File: src/rtl/pe_pkg.sv
package pe_pkg;

    typedef enum logic [2:0] {
        ST_IDLE,
        ST_PULSE,
        ST_GUARD,
        ST_SHIFT,
        ST_HOLD,
        ST_PROG
    } pe_state_t;

    localparam int unsigned PE_KEY_W = 32;
    localparam logic [PE_KEY_W-1:0] PE_UNLOCK_KEY = 32'h4D434851;

    function automatic int unsigned pe_max(input int unsigned a, input int unsigned b);
        return (a > b) ? a : b;
    endfunction

endpackage

File: src/rtl/pe_sync.sv
module pe_sync #(
    parameter int unsigned W      = 1,
    parameter int unsigned STAGES = 2
) (
    input  logic         clk,
    input  logic         rst_n,
    input  logic [W-1:0] async_in,
    output logic [W-1:0] sync_out
);

    for (genvar i = 0; i < W; i++) begin : g_bit
        logic [STAGES-1:0] chain_d, chain_q;

        always_comb begin
            chain_d = {chain_q[STAGES-2:0], async_in[i]};
        end

        always_ff @(posedge clk or negedge rst_n) begin
            if (!rst_n) chain_q <= '0;
            else        chain_q <= chain_d;
        end

        assign sync_out[i] = chain_q[STAGES-1];
    end

endmodule

File: src/rtl/pe_key_shift.sv
module pe_key_shift
    import pe_pkg::*;
#(
    parameter int unsigned             KEY_W = PE_KEY_W,
    parameter logic [KEY_W-1:0]        KEY   = PE_UNLOCK_KEY
) (
    input  logic clk,
    input  logic rst_n,
    input  logic clear,
    input  logic shift_en,
    input  logic din,
    output logic cnt_full,
    output logic cnt_over,
    output logic key_hit
);

    localparam int unsigned CW = $clog2(KEY_W + 2);
    localparam logic [CW-1:0] C_FULL = CW'(KEY_W);
    localparam logic [CW-1:0] C_OVER = CW'(KEY_W + 1);

    typedef struct packed {
        logic [KEY_W-1:0] shreg;
        logic [CW-1:0]    cnt;
    } ks_t;

    ks_t s_d, s_q;

    always_comb begin
        s_d = s_q;
        if (clear) begin
            s_d.shreg = '0;
            s_d.cnt   = '0;
        end else if (shift_en) begin
            // MSB arrives first, so older bits move up
            s_d.shreg = {s_q.shreg[KEY_W-2:0], din};
            if (s_q.cnt != C_OVER) s_d.cnt = s_q.cnt + 1'b1;
        end
    end

    always_ff @(posedge clk or negedge rst_n) begin
        if (!rst_n) s_q <= '0;
        else        s_q <= s_d;
    end

    assign cnt_full = (s_q.cnt == C_FULL);
    assign cnt_over = (s_q.cnt == C_OVER);
    assign key_hit  = cnt_full && (s_q.shreg == KEY);

    // the bit counter saturates one past the key length
    a_r4_cnt_bounded: assert property (@(posedge clk) disable iff (!rst_n)
        s_q.cnt <= C_OVER);

    // a cleared shifter starts the next attempt from zero bits
    a_r10_clear_empties: assert property (@(posedge clk) disable iff (!rst_n)
        clear |=> (!cnt_full && !cnt_over && !key_hit));

endmodule

File: src/rtl/pe_ctrl.sv
module pe_ctrl
    import pe_pkg::*;
#(
    parameter int unsigned P18_CYC  = 16,
    parameter int unsigned P19_CYC  = 64,
    parameter int unsigned HOLD_CYC = 64
) (
    input  logic clk,
    input  logic rst_n,
    input  logic en_lvl,
    input  logic sclk_lvl,
    input  logic cnt_full,
    input  logic cnt_over,
    input  logic key_hit,
    output logic shift_en,
    output logic shift_clear,
    output logic prog_mode,
    output logic data_valid,
    output logic io_tristate
);

    localparam int unsigned TMAX = pe_max(P18_CYC, HOLD_CYC);
    localparam int unsigned TW   = $clog2(TMAX + 1);
    localparam logic [TW-1:0] T_P18  = TW'(P18_CYC);
    localparam logic [TW-1:0] T_P19  = TW'(P19_CYC);
    localparam logic [TW-1:0] T_HOLD = TW'(HOLD_CYC - 1);

    typedef struct packed {
        pe_state_t     state;
        logic [TW-1:0] timer;
        logic          en_prev;
        logic          sclk_prev;
    } ctrl_t;

    ctrl_t c_d, c_q;

    logic en_rise, sclk_rise;

    always_comb begin
        en_rise   = en_lvl & ~c_q.en_prev;
        sclk_rise = sclk_lvl & ~c_q.sclk_prev;

        c_d           = c_q;
        c_d.en_prev   = en_lvl;
        c_d.sclk_prev = sclk_lvl;

        case (c_q.state)
            ST_IDLE: begin
                c_d.timer = '0;
                if (en_rise) c_d.state = ST_PULSE;
            end
            ST_PULSE: begin
                c_d.timer = '0;
                if (!en_lvl) c_d.state = ST_GUARD;
            end
            ST_GUARD: begin
                if (en_rise) begin
                    c_d.state = ST_PULSE;
                    c_d.timer = '0;
                end else if (c_q.timer == T_P18) begin
                    c_d.state = ST_SHIFT;
                    c_d.timer = '0;
                end else begin
                    c_d.timer = c_q.timer + 1'b1;
                end
            end
            ST_SHIFT: begin
                if (en_rise) begin
                    c_d.timer = '0;
                    if (key_hit && !cnt_over && (c_q.timer < T_P19))
                        c_d.state = ST_HOLD;
                    else
                        c_d.state = ST_IDLE;
                end else if (cnt_full) begin
                    // window timer runs from the last key bit, saturating
                    if (c_q.timer != T_P19) c_d.timer = c_q.timer + 1'b1;
                end else begin
                    c_d.timer = '0;
                end
            end
            ST_HOLD: begin
                if (!en_lvl) begin
                    c_d.state = ST_IDLE;
                    c_d.timer = '0;
                end else if (c_q.timer == T_HOLD) begin
                    c_d.state = ST_PROG;
                    c_d.timer = '0;
                end else begin
                    c_d.timer = c_q.timer + 1'b1;
                end
            end
            ST_PROG: begin
                c_d.timer = '0;
                if (!en_lvl) c_d.state = ST_IDLE;
            end
            default: begin
                c_d.state = ST_IDLE;
                c_d.timer = '0;
            end
        endcase
    end

    always_ff @(posedge clk or negedge rst_n) begin
        if (!rst_n) begin
            c_q.state     <= ST_IDLE;
            c_q.timer     <= '0;
            c_q.en_prev   <= 1'b0;
            c_q.sclk_prev <= 1'b0;
        end else begin
            c_q <= c_d;
        end
    end

    assign shift_en    = (c_q.state == ST_SHIFT) && sclk_rise && !en_lvl;
    assign shift_clear = (c_q.state != ST_SHIFT);
    assign prog_mode   = (c_q.state == ST_HOLD) || (c_q.state == ST_PROG);
    assign io_tristate = prog_mode;
    assign data_valid  = (c_q.state == ST_PROG);

    // the mode only starts right after a full matching key
    a_r3_entry_needs_key: assert property (@(posedge clk) disable iff (!rst_n)
        $rose(prog_mode) |-> $past(key_hit));

    // the enabling rise fell inside the window
    a_r6_inside_window: assert property (@(posedge clk) disable iff (!rst_n)
        $rose(prog_mode) |-> ($past(c_q.timer) < T_P19));

    // data is only gated on once the mode has been running
    a_r8_valid_after_mode: assert property (@(posedge clk) disable iff (!rst_n)
        $rose(data_valid) |-> $past(prog_mode));

    // valid data implies the I/Os are floated
    a_r9_valid_tristate: assert property (@(posedge clk) disable iff (!rst_n)
        data_valid |-> io_tristate);

    // a low enable level ends the mode on the next cycle
    a_r10_exit_on_low: assert property (@(posedge clk) disable iff (!rst_n)
        (prog_mode && !en_lvl) |=> !prog_mode);

endmodule

File: src/rtl/prog_entry_detector.sv
module prog_entry_detector
    import pe_pkg::*;
#(
    parameter int unsigned P18_CYC     = 16,
    parameter int unsigned P19_CYC     = 64,
    parameter int unsigned SCLK_CYC    = 8,
    parameter int unsigned SYNC_STAGES = 2
) (
    input  logic clk,
    input  logic rst_n,
    input  logic en_pin,
    input  logic sclk_pin,
    input  logic sdat_pin,
    output logic prog_mode,
    output logic data_valid,
    output logic io_tristate
);

    localparam int unsigned HOLD_CYC = pe_max(P19_CYC, 5 * SCLK_CYC);

    logic [2:0] pins_sync;
    logic       en_lvl, sclk_lvl, sdat_lvl;
    logic       shift_en, shift_clear;
    logic       cnt_full, cnt_over, key_hit;

    pe_sync #(
        .W      (3),
        .STAGES (SYNC_STAGES)
    ) u_sync (
        .clk      (clk),
        .rst_n    (rst_n),
        .async_in ({sdat_pin, sclk_pin, en_pin}),
        .sync_out (pins_sync)
    );

    assign en_lvl   = pins_sync[0];
    assign sclk_lvl = pins_sync[1];
    assign sdat_lvl = pins_sync[2];

    pe_key_shift #(
        .KEY_W (PE_KEY_W),
        .KEY   (PE_UNLOCK_KEY)
    ) u_shift (
        .clk      (clk),
        .rst_n    (rst_n),
        .clear    (shift_clear),
        .shift_en (shift_en),
        .din      (sdat_lvl),
        .cnt_full (cnt_full),
        .cnt_over (cnt_over),
        .key_hit  (key_hit)
    );

    pe_ctrl #(
        .P18_CYC  (P18_CYC),
        .P19_CYC  (P19_CYC),
        .HOLD_CYC (HOLD_CYC)
    ) u_ctrl (
        .clk         (clk),
        .rst_n       (rst_n),
        .en_lvl      (en_lvl),
        .sclk_lvl    (sclk_lvl),
        .cnt_full    (cnt_full),
        .cnt_over    (cnt_over),
        .key_hit     (key_hit),
        .shift_en    (shift_en),
        .shift_clear (shift_clear),
        .prog_mode   (prog_mode),
        .data_valid  (data_valid),
        .io_tristate (io_tristate)
    );

endmodule

File: config.mk
export PLATFORM = sky130hd
export DESIGN_NAME = prog_entry_detector
export DESIGN_NICKNAME = d
export VERILOG_FILES = /design/src/rtl/pe_pkg.sv /design/src/rtl/pe_sync.sv /design/src/rtl/pe_key_shift.sv /design/src/rtl/pe_ctrl.sv /design/src/rtl/prog_entry_detector.sv
export SDC_FILE = /design/constraint.sdc
export NUM_CORES = 1
export LEC_CHECK = 0
export BUFFER_PORTS_ARGS = -buffer_cell sky130_fd_sc_hd__buf_2
export CORE_ASPECT_RATIO = 2
export CORE_MARGIN = 2
export CORE_UTILIZATION = 45
export DETAILED_ROUTE_END_ITERATION = 6
export PLACE_DENSITY_LB_ADDON = 0.25
export SYNTH_ARGS = -nofsm -noshare
export SYNTH_HDL_FRONTEND = slang
export SYNTH_SLANG_ARGS = --single-unit
export TNS_END_PERCENT = 1
File: constraint.sdc
create_clock -name clk -period 3.2 [get_ports clk]
set_input_delay 0.64 -clock clk [delete_from_list [all_inputs] [get_ports clk]]
set_output_delay 0.64 -clock clk [all_outputs]
set_load 0.03 [all_outputs]
-- Yosys cells after proc, flatten, opt, wreduce, memory -nomap -nowiden
Index checks and enable logic that the tools add are counted.
- flip-flop bits (word level): 56
- latch bits: 0
- memory bits (writable): 0
- ROM bits: 0
- output and inout port bits: 3
- logic and storage cells: 67
- memories kept: 0
- add/sub/neg operators: 2
- multiply operators: 0
- div/mod/pow operators: 0
- magnitude comparators: 1
- eq/ne operators: 20
- shifts and indexed selects: 0
- muxes and demuxes: 18
- bitwise operators: 4
- reduce and logical (&&, ||, !) cells: 13
- operators by type and width (kind ; count):
    2-to-1 mux 38 bit ; 2
    one-hot mux 10 bit (6 select lines) ; 1
    2-to-1 mux 7 bit ; 5
    equality test 32 x 31 -> 1 bit (second input constant) ; 1
    2-to-1 mux 3 bit ; 7
    2-to-1 mux 10 bit ; 2
    equality test 6 bit (second input constant) ; 2
    adder 7 x 1 -> 7 bit (second input constant) ; 1
    equality test 7 x 5 -> 1 bit (second input constant) ; 1
    equality test 7 x 6 -> 1 bit (second input constant) ; 1
    less-than comparator 7 bit (second input constant) ; 1
    inequality test 7 bit (second input constant) ; 1
    adder 6 x 1 -> 6 bit (second input constant) ; 1
    equality test 3 x 2 -> 1 bit (second input constant) ; 2
    equality test 3 bit (second input constant) ; 2
    2-to-1 mux 6 bit ; 1
    inequality test 3 x 2 -> 1 bit (second input constant) ; 2
    inequality test 6 bit (second input constant) ; 1
    AND reduction 6 bit ; 1
    logical AND 1 bit ; 5
    inequality test 2 x 1 -> 1 bit (second input constant) ; 2
    inequality test 2 bit (second input constant) ; 2
    inequality test 4 x 2 -> 1 bit (second input constant) ; 1
    nonzero test 2 bit ; 2
    8 further kinds ; 11

-- Longest topological paths before layout
Gate-level depths: netlist of the first run.
- depth in word-level cells: 7
- mapped depth: 6

-- Hierarchy
From an unflattened synthesis of the first run, not the netlist that was laid out.
- cells, all modules: 243
- area total of the unflattened synthesis: 2658.8 um^2
- modules (own cells, without submodules) (module ; times used ; cells each ; area each (um^2) ; sequential area each (um^2)):
    pe_key_shift ; 1 ; 152 ; 1744.2 ; 950.9
    pe_ctrl ; 1 ; 82 ; 742.0 ; 300.3
    pe_sync ; 1 ; 9 ; 172.7 ; 150.1

-- Worst setup path before layout of the first run
Ideal clock, no wire load.
- kind: reg-to-output
- start: reg u_ctrl.c_q[10] (netlist bit)
- end: out data_valid
- arrival time: 1.449 ns
- path slack: 1.111 ns
- cell stages (with the launch flop): 4
- path through: dfrtp_1 > buf_2 > nor2b_1 > and2_1
- cells in the longest elaborated chain, start to end: 1
- RTL lines (element ; line ; RTL):
    start: declaration ; pe_ctrl.sv:35 ; ctrl_t c_d, c_q;
    equality test 3 bit ; pe_ctrl.sv:118 ; assign data_valid = (c_q.state == ST_PROG);
    end: declaration ; prog_entry_detector.sv:15 ; output logic data_valid,
Every way passes these cells.

-- Worst setup path after layout of the first run
- start: reg u_ctrl.c_q[11] (netlist bit)
- end: out data_valid
The elaborated chain is that of the path after synthesis.

==> impl_metrics.py, run 1 <==
metrics = {
    "place": {
        "finalWeightedCongestion": 0.734,
        "io_buffers": 7,
        "dp_hpwl_um": 3220,
    },
    "synthesis": {
        "yosys_warnings": 0,
        "ys_seq_area_frac": 0.554,
        "synth_xor_area_frac": 0.0346,
        "muxShareOfSynthArea": 0.0104,
        "synth_nets": 272,
        "ys_seq_elements": 56,
        "syn_area_per_cell_um2": 9.66,
        "synth_compound_area_frac": 0.102,
        "synth_cell_type_count": 40,
        "synth_adder_area_share": 0.0247,
        "synth_top_family_by_area": "simple AND/OR/NAND/NOR gates",
        "yosys.area_share.simple": 0.245,
        "syn_area_um2": 2530,
        "synth_cells": 262,
    },
    "timing": {
        "max_freq_mhz": 479,
        "setup_tns_ns": 0,
        "final.period_utilization": 0.653,
        "hold_viol": 0,
        "slew_violations": 0,
        "holdWs_ns": 0.311,
        "fin_skew_ns": 0.00895,
        "worstMarginPinSlew_ns": 0.693,
        "setup_viol": 0,
        "layout_min_cycle_time_ns": 2.09,
        "slew_headroom": 0.538,
        "rsz0062_at_grt": "no",
    },
    "power_and_ir_drop": {
        "p_int_mw": 1.01,
        "switchingPower_mw": 0.457,
        "p_seq_frac": 0.531,
        "clock_power_share": 0.268,
        "share_comb_of_total_power": 0.201,
        "p_sw_frac": 0.311,
        "leakage_nw": 1.12,
        "vdd_ir_drop_max_uv": 426,
        "power.density_nw_per_um2": 544,
    },
    "clock_tree": {
        "htreeDepth": 2,
        "ctsHoldBuffers": 0,
        "worstSkewPairLatency_ns": 0.32,
        "postCtsSetupBuffers": 0,
        "cts_tree": "done",
        "clockRootBuffer": "clkbuf_8",
        "postCtsResizedCells": 0,
        "cts_sinks": 56,
        "cts_buffers": 5,
        "clkTransAtPathRegs_ns": 0.10,
        "clockBufferDepth": 2,
    },
    "floorplan": {
        "die_h_um": 110,
        "rows": 38,
        "ios": 8,
        "core-area_um2": 5420,
        "die_w_um": 57.0,
        "dieArea_um2": 6270,
        "start_util": 0.467,
    },
    "grt": {
        "first_global_vias": 1752,
        "grt_max_degree": 34,
        "antenna_found_initial": 0,
        "overflow": 0,
        "grt.total_usage": 0.166,
        "grt_pass1_wl_um": 8100,
    },
    "detailed_routing": {
        "num_vias": 1777,
        "wl_per_cell_um": 14.3,
        "drtIter0Drc": 70,
        "drtAntennaViolNets": 0,
        "firstDrtPassIters": 4,
        "drc": 0,
        "viasPerCell": 5.45,
        "drt-total-wl_um": 4650,
    },
    "finish": {
        "multi_input_comb_area_um2": 1060,
        "area_delta_synth_final_pct": 6.78,
        "antenna_cells": 0,
        "fillCellCount": 518,
        "layout.nets": 275,
        "seq_area_um2": 1400,
        "drive_above_1_share": 0.102,
    },
    "run": {
        "maxCapViolCount": 0,
    },
    "hold_path": {
        "hp-class": "primary input to async pin",
    },
    "setup_path": {
        "cp-end-kind": "primary output",
        "worstPathArrival_ns": 1.45,
        "worstPathRequired_ns": 2.56,
        "cp_max_fo": 8,
        "path_class": "flip-flop to primary output",
        "worstSetupStartpointType": "flip-flop",
    },
    "run_status": {
        "status": "finished clean",
    },
}
Yosys cell counts:
library cell,n,area [um^2]
a2111o_1,1,11.3
a21oi_1,35,175
a21oi_2,1,8.76
a32oi_1,1,8.76
and2_1,1,6.26
and2_4,1,8.76
and3_1,1,6.26
and3b_1,1,8.76
and4b_1,1,10.0
buf_2,2,10.0
buf_4,1,7.51
clkbuf_1,11,41.3
dfrtp_1,56,1400
ha_1,5,62.6
inv_1,4,15.0
mux2_1,1,11.3
mux2_4,1,15.0
nand2_1,72,270
nand2b_1,1,6.26
nand3_1,4,20.0
nand3b_1,3,22.5
nand4_1,6,37.5
nand4bb_1,1,11.3
nor2_1,18,67.6
nor2b_1,4,25.0
nor3_1,1,5.00
nor3b_2,1,12.5
nor4b_1,4,35.0
nor4b_2,1,15.0
nor4b_4,1,23.8
o211ai_1,1,7.51
o21ai_0,3,15.0
o22ai_1,2,12.5
o22ai_2,1,12.5
o31ai_1,1,7.51
or2b_1,1,7.51
or3_4,1,11.3
or3b_2,1,8.76
xnor2_1,3,26.3
xor2_1,7,61.3
worst max-delay path, cell delays in order, from the launching register on:
cell and delay, ns:
dfrtp_1 0.47, nor2b_1 0.31, and2_1 0.17, buf_2 0.19
metal layers:
| metal | global-route usage | share of wire |
|---|---|---|
| met1 | 0.188 | 0.41 |
| met3 | 0.0350 | 0.023 |
| met4 | 0.0864 | 0.026 |
| met2 | 0.290 | 0.55 |
| met5 | 0 | 0 |
cells by family after synthesis:
family          count (synthesis)
simple gates                  125
flops                          56
compound gates                 46
buf+inv                        18
xor+xnor                       10
fa+ha+maj                       5
mux                             2
power groups by stage:
stage                     clock, mW  combinational, mW  sequential [mW]
after floorplan                   0              0.264            0.763
after global placement            0              0.301            0.794
after detailed placement          0              0.301            0.795
after CTS                     0.418              0.302            0.781
after global routing          0.444              0.328            0.786
final                         0.394              0.295            0.780
flip-flops by register name, indices dropped and copies added (netlist names):
name / cells
u_shift.s_q: 38
u_sync.g_bit.chain_q: 6
u_ctrl.c_q: 12
layout make-up:
cell class,instances,area share
Sequential cell,56,0.519
Multi-Input combinational cell,188,0.393
Tap cell,60,0.0278
Clock buffer,5,0.0255
Timing Repair Buffer,10,0.0213
Clock inverter,3,0.00834
Inverter,4,0.00556
path summary, 6_finish.rpt:
check,from,to,slack [ns],cells past startpoint
min in group clk,u_sync.g_bit[2].chain_q[0]$_DFF_PN0_,u_sync.g_bit[2].chain_q[1]$_DFF_PN0_,0.36,0
hold / removal,rst_n,u_ctrl.c_q[9]$_DFFE_PN0P_,0.31,1
setup / recovery,u_ctrl.c_q[11]$_DFFE_PN0P_,data_valid,1.11,3
hold reg to reg,u_sync.g_bit[2].chain_q[0]$_DFF_PN0_,u_sync.g_bit[2].chain_q[1]$_DFF_PN0_,0.36,0
max in group asynchronous,rst_n,u_shift.s_q[26]$_DFFE_PN0P_,2.09,2
setup reg to reg,u_sync.g_bit[0].chain_q[1]$_DFF_PN0_,u_shift.s_q[2]$_DFFE_PN0P_,1.24,5
stage by stage:
| stage | utilization | power [mW] | area, um^2 | instances | setup WS, ns |
|---|---|---|---|---|---|
| 2_1_floorplan | - | 1.03 | 2530 | 262 | 1.11 |
| 3_3_place_gp | 0.482 | 1.09 | 2610 | 318 | 1.26 |
| 3_5_place_dp | 0.482 | 1.10 | 2610 | 318 | 1.25 |
| 4_1_cts | 0.498 | 1.50 | 2700 | 326 | 1.08 |
| 5_1_grt | 0.498 | 1.56 | 2700 | 326 | 1.00 |
| 6_report | 0.498 | 1.47 | 2700 | 326 | 1.11 |
placed cells by master (no fill, tap or decap), types with 2 or more instances in the layout:
cell type	Yosys	final
xnor2_1	3	3
nand3b_1	3	3
xor2_1	7	7
o21ai_0	3	3
nand2_1	72	72
nand3_1	4	4
inv_1	4	4
nor2_1	18	18
o22ai_1	2	2
a21oi_1	35	35
buf_4	1	3
dfrtp_1	56	56
nand4_1	6	6
buf_2	2	7
clkbuf_8	0	5
ha_1	5	5
nor2b_1	4	4
nor4b_1	4	4
(Power assumes the default switching activity.)
==> run 2, diff against run 1 <==
==> constraint.sdc (replaced) <==
create_clock -name clk -period 1.8 [get_ports clk]
set_input_delay 0.36 -clock clk [delete_from_list [all_inputs] [get_ports clk]]
set_output_delay 0.36 -clock clk [all_outputs]
set_load 0.03 [all_outputs]
==> impl_metrics.py, run 2 (synthesis results as in run 1) <==
metrics = {
    "setup_path": {
        "reg2reg_slack_ns": 0.006,
        "worstSetupStartpointType": "flip-flop",
        "cpLargestDelayFamily": "simple AND/OR/NAND/NOR gates",
        "worstReg2RegEnd": "u_ctrl.c_q[9]$_DFFE_PN0P_",
        "cp_max_fo": 3,
        "path_class": "flip-flop to flip-flop",
        "cp-end-kind": "flip-flop",
        "reg2reg_from": "u_ctrl.c_q[3]$_DFFE_PN0P_",
        "slowest_delay_ns": 0.42,
        "crit_slowest_cell": "dfrtp_1",
        "worst_r2r_path_depth": 6,
        "crit_chain": "inv_2, ha_4, nor4b_4, o22ai_2, or3_4, mux2_4",
        "cp_num_buf_inv": 1,
        "worstPathArrival_ns": 2.00,
        "worstPathRequired_ns": 2.01,
    },
    "finish": {
        "layout_commonest_cell": "nand2_1",
        "drive_above_1_share": 0.178,
        "antenna_cells": 0,
        "final_cell_mix": "72 x nand2_1, 55 x dfrtp_1, 35 x a21oi_1",
        "fin_util": 0.531,
        "layout.nets": 290,
        "regMostFlops": "u_shift.s_q",
        "largest_register_ffs": 38,
        "area_delta_synth_final_pct": 13.8,
        "fillCellCount": 511,
        "seq_area_um2": 1400,
        "top_regs": "u_shift.s_q x38, u_ctrl.c_q x12, u_sync.g_bit.chain_q x6",
        "multi_input_comb_area_um2": 1100,
    },
    "grt": {
        "grt_max_degree": 57,
        "antenna_found_initial": 0,
        "first_global_vias": 1873,
        "grt_pass1_wl_um": 8350,
        "overflow": 0,
        "grt.total_usage": 0.174,
    },
    "timing": {
        "final.period_utilization": 0.997,
        "layout_setup_ws_ns": 0.00561,
        "worstMarginPinSlew_ns": 0.395,
        "hold_viol": 0,
        "max_freq_mhz": 557,
        "slew_violations": 0,
        "slew_headroom": 0.736,
        "layout_min_cycle_time_ns": 1.79,
        "setup_viol": 0,
        "rsz0062_at_grt": "yes",
        "fin_skew_ns": 0.00356,
    },
    "clock_tree": {
        "cts_tree": "done",
        "cts_sinks": 56,
        "htreeDepth": 2,
        "clockRootBuffer": "clkbuf_8",
        "clockBufferDepth": 2,
        "cts_buffers": 5,
        "clkTransAtPathRegs_ns": 0.09,
        "worstSkewPairLatency_ns": 0.32,
    },
    "power_and_ir_drop": {
        "vdd_ir_drop_max_uv": 938,
        "p_total_mw": 2.89,
        "power.density_nw_per_um2": 1000,
        "leakage_nw": 1.21,
    },
    "run_status": {
        "status": "finished clean",
    },
    "run": {
        "maxCapViolCount": 0,
    },
    "floorplan": {
        "start_util": 0.467,
        "die_h_um": 110,
        "dieArea_um2": 6270,
        "ios": 8,
        "core-area_um2": 5420,
        "rows": 38,
        "die_w_um": 57.0,
    },
    "detailed_routing": {
        "num_vias": 1821,
        "viasPerCell": 5.34,
        "drtAntennaViolNets": 0,
        "firstDrtPassIters": 4,
        "wl_per_cell_um": 14.2,
        "drt-total-wl_um": 4840,
        "drtIter0Drc": 62,
        "drc": 0,
    },
    "place": {
        "dp_hpwl_um": 3310,
        "place_ws_ns": -0.0286,
        "finalWeightedCongestion": 0.767,
        "io_buffers": 7,
    },
    "hold_path": {
        "hp-class": "primary input to async pin",
    },
}
run 2: layer usage:
layer  wire (um)  global-route usage  share of wire  up-vias
li1            -                   -              -      908
met1        1850               0.185           0.38      885
met2        2740               0.315           0.57       20
met3         109              0.0327          0.023        8
met4         145              0.0947          0.030        0
met5           0                   0              0        -
run 2: repair_timing:
action / CTS / global route
pin swaps: 2 / 3
hold buffers: 0 / 0
hold endpoints to repair: 0 / 0
setup buffers: 1 / 2
resized for setup: 2 / 7
setup endpoints to repair: 2 / 5
run 2: area by class of cell:
type                            instances  area share
Clock inverter                          2      0.0122
Sequential cell                        56       0.487
Tap cell                               60      0.0261
Inverter                                4     0.00522
Clock buffer                            6      0.0252
Timing Repair Buffer                   25      0.0635
Multi-Input combinational cell        188       0.381
run 2: power breakdown:
part | switching [mW] | internal [mW] | total (mW)
registers | 0.0703 | 1.31 | 1.38
logic | 0.367 | 0.322 | 0.689
clock network | 0.408 | 0.413 | 0.821
total | 0.845 | 2.04 | 2.89
run 2: metrics by stage:
stage               setup TNS, ns  cell area [um^2]  instances  hold slack, ns
finish                          0              2880        341         0.00846
global route               -0.163              2880        341          0.0397
CTS                             0              2830        339          0.0285
detailed placement        -0.0413              2720        330           0.337
global placement                0              2720        330           0.333
floorplan                       0              2530        262          0.0644
run 2: worst max-delay path by stage:
| stage | slack (ns) | endpoint | start | cells after the start |
|---|---|---|---|---|
| after floorplan | 0.03 | u_ctrl.c_q[11]$_DFFE_PN0P_ | u_ctrl.c_q[2]$_DFFE_PN0P_ | 6 |
| after global placement | 0.02 | u_ctrl.c_q[11]$_DFFE_PN0P_ | u_ctrl.c_q[2]$_DFFE_PN0P_ | 6 |
| after detailed placement | -0.03 | u_ctrl.c_q[11]$_DFFE_PN0P_ | u_ctrl.c_q[2]$_DFFE_PN0P_ | 6 |
| after CTS | 0.01 | u_ctrl.c_q[11]$_DFFE_PN0P_ | u_ctrl.c_q[11]$_DFFE_PN0P_ | 5 |
| after global routing | -0.09 | u_ctrl.c_q[11]$_DFFE_PN0P_ | u_ctrl.c_q[8]$_DFFE_PN0P_ | 5 |
| final | 0.006 | u_ctrl.c_q[9]$_DFFE_PN0P_ | u_ctrl.c_q[3]$_DFFE_PN0P_ | 6 |
run 2: worst reg2reg max path, cell delays in order (launching register included):
cell     delay (ns)
dfrtp_1        0.42
inv_2          0.09
ha_4           0.12
nor4b_4        0.21
o22ai_2        0.13
or3_4          0.41
mux2_4         0.30
==> run 3, diff against run 2 <==
--- a/config.mk
+++ b/config.mk
@@ -10,6 +10,7 @@
 export CORE_MARGIN = 2
 export CORE_UTILIZATION = 45
 export DETAILED_ROUTE_END_ITERATION = 6
+export GPL_TIMING_DRIVEN = 0
 export PLACE_DENSITY_LB_ADDON = 0.25
 export SYNTH_ARGS = -nofsm -noshare
 export SYNTH_HDL_FRONTEND = slang
==> impl_metrics.py, run 3 (synthesis results as in run 1) <==
metrics = {
    "run_status": {
        "status": "complete, but fails checks",
        "violations": "setup timing",
    },
    "setup_path": {
        "cp.depth": 6,
        "cpLargestDelayFamily": "simple AND/OR/NAND/NOR gates",
        "worstSetupStartpointType": "flip-flop",
        "worstPathArrival_ns": 2.02,
        "crit_slowest_cell": "dfrtp_1",
        "worst_r2r_path_depth": 6,
        "reg2reg_slack_ns": -0.01,
        "cp_max_fo": 3,
        "worstPathRequired_ns": 2.01,
        "startpoint": "u_ctrl.c_q[3]$_DFFE_PN0P_",
        "slowest_delay_ns": 0.43,
        "path_class": "flip-flop to flip-flop",
        "cp-endpoint": "u_ctrl.c_q[11]$_DFFE_PN0P_",
        "worstReg2RegEnd": "u_ctrl.c_q[11]$_DFFE_PN0P_",
        "cp-end-kind": "flip-flop",
        "reg2reg_from": "u_ctrl.c_q[3]$_DFFE_PN0P_",
        "cp_num_buf_inv": 1,
        "crit_chain": "inv_2, ha_4, nor4b_4, o22ai_2, or3_4, mux2_4",
    },
    "timing": {
        "worstMarginPinSlew_ns": 1.23,
        "slew_headroom": 0.178,
        "setup_viol": 2,
        "layout_min_cycle_time_ns": 1.81,
        "layout_setup_ws_ns": -0.0111,
        "rsz0062_at_grt": "yes",
        "max_freq_mhz": 552,
        "hold_viol": 0,
        "fin_skew_ns": 0.00824,
        "final.period_utilization": 1.01,
        "slew_violations": 0,
        "holdWs_ns": 0.140,
    },
    "power_and_ir_drop": {
        "vdd_ir_drop_max_uv": 945,
        "leakage_nw": 1.18,
        "p_total_mw": 2.79,
        "power.density_nw_per_um2": 978,
    },
    "detailed_routing": {
        "drt-total-wl_um": 4840,
        "viasPerCell": 5.47,
        "drtIter0Drc": 55,
        "num_vias": 1880,
        "drtAntennaViolNets": 0,
        "wl_per_cell_um": 14.1,
        "firstDrtPassIters": 4,
        "drc": 0,
    },
    "clock_tree": {
        "cts_tree": "done",
        "clockRootBuffer": "clkbuf_8",
        "worstSkewPairLatency_ns": 0.32,
        "clockBufferDepth": 2,
        "htreeDepth": 2,
        "cts_sinks": 56,
        "cts_buffers": 5,
        "clkTransAtPathRegs_ns": 0.10,
        "ctsHoldBuffers": 0,
    },
    "floorplan": {
        "die_w_um": 57.0,
        "rows": 38,
        "start_util": 0.467,
        "core-area_um2": 5420,
        "dieArea_um2": 6270,
        "die_h_um": 110,
        "ios": 8,
    },
    "finish": {
        "final_area_um2": 2850,
        "drive_above_1_share": 0.169,
        "top_regs": "u_shift.s_q x38, u_ctrl.c_q x12, u_sync.g_bit.chain_q x6",
        "antenna_cells": 0,
        "fin_util": 0.526,
        "regMostFlops": "u_shift.s_q",
        "final_cell_mix": "72 x nand2_1, 55 x dfrtp_1, 35 x a21oi_1",
        "layout_commonest_cell": "nand2_1",
        "area_delta_synth_final_pct": 12.8,
        "largest_register_ffs": 38,
        "fin_cells": 344,
        "layout.nets": 293,
    },
    "grt": {
        "overflow": 0,
        "grt_max_degree": 57,
        "first_global_vias": 1932,
        "grt_pass1_wl_um": 8460,
        "antenna_found_initial": 0,
        "grt.total_usage": 0.175,
    },
    "place": {
        "dpl_cell_area_um2": 2640,
        "dp_hpwl_um": 3450,
        "placed_cells": 329,
        "io_buffers": 7,
        "finalWeightedCongestion": 0.741,
    },
    "hold_path": {
        "hp-class": "primary input to flip-flop",
    },
    "run": {
        "maxCapViolCount": 0,
    },
}
run 3: cell count changes in the layout (fill, tap and decap cells not counted), sizes merged:
cell    previous run  this run
clkbuf             6        17
buf               25        17
bufinv             1         0
inv                4         5
run 3: what timing repair did:
item / in CTS / in global routing
pin swaps: 2 / 3
gates resized for setup: 3 / 17
buffers inserted: 5 / 2
setup endpoints to repair: 6 / 43
run 3: cell type report:
| cell class | count | area (um^2) |
|---|---|---|
| buffer | 14 | 63.8 |
| clock buffer | 6 | 82.6 |
| clock inverter | 2 | 13.8 |
| fill | 522 | 2570 |
| inverter | 4 | 15.0 |
| multi-input combinational | 188 | 1110 |
| sequential | 56 | 1400 |
| tap | 60 | 75.1 |
| timing repair buffer | 14 | 87.6 |
run 3: metal layers:
metal / share of wire / GRT usage
met3: 0.020 / 0.0350
met4: 0.017 / 0.0648
met1: 0.38 / 0.176
met5: 0 / 0
met2: 0.58 / 0.342
run 3: metrics by stage:
step	setup slack (ns)	setup TNS, ns
after global placement	-0.0816	-0.224
after detailed placement	-0.123	-0.365
after CTS	-0.0243	-0.0317
after floorplan	0.0314	0
after global routing	-0.0884	-0.225
final	-0.0111	-0.0200
run 3: worst min path at each step:
| stage | cells after the start | start | to |
|---|---|---|---|
| 2_1_floorplan | 0 | rst_n | u_ctrl.c_q[0]$_DFF_PN0_ |
| 6_report | 1 | sdat_pin | u_sync.g_bit[2].chain_q[0]$_DFF_PN0_ |
| 3_3_place_gp | 0 | u_sync.g_bit[0].chain_q[0]$_DFF_PN0_ | u_sync.g_bit[0].chain_q[1]$_DFF_PN0_ |
| 4_1_cts | 1 | sdat_pin | u_sync.g_bit[2].chain_q[0]$_DFF_PN0_ |
| 5_1_grt | 1 | en_pin | u_sync.g_bit[0].chain_q[0]$_DFF_PN0_ |
| 3_5_place_dp | 0 | u_sync.g_bit[0].chain_q[0]$_DFF_PN0_ | u_sync.g_bit[0].chain_q[1]$_DFF_PN0_ |
run 3: report_power, final:
part | internal [mW] | switching (mW)
Clock | 0.316 | 0.418
Combinational | 0.300 | 0.419
Sequential | 1.31 | 0.0308
Total | 1.92 | 0.867
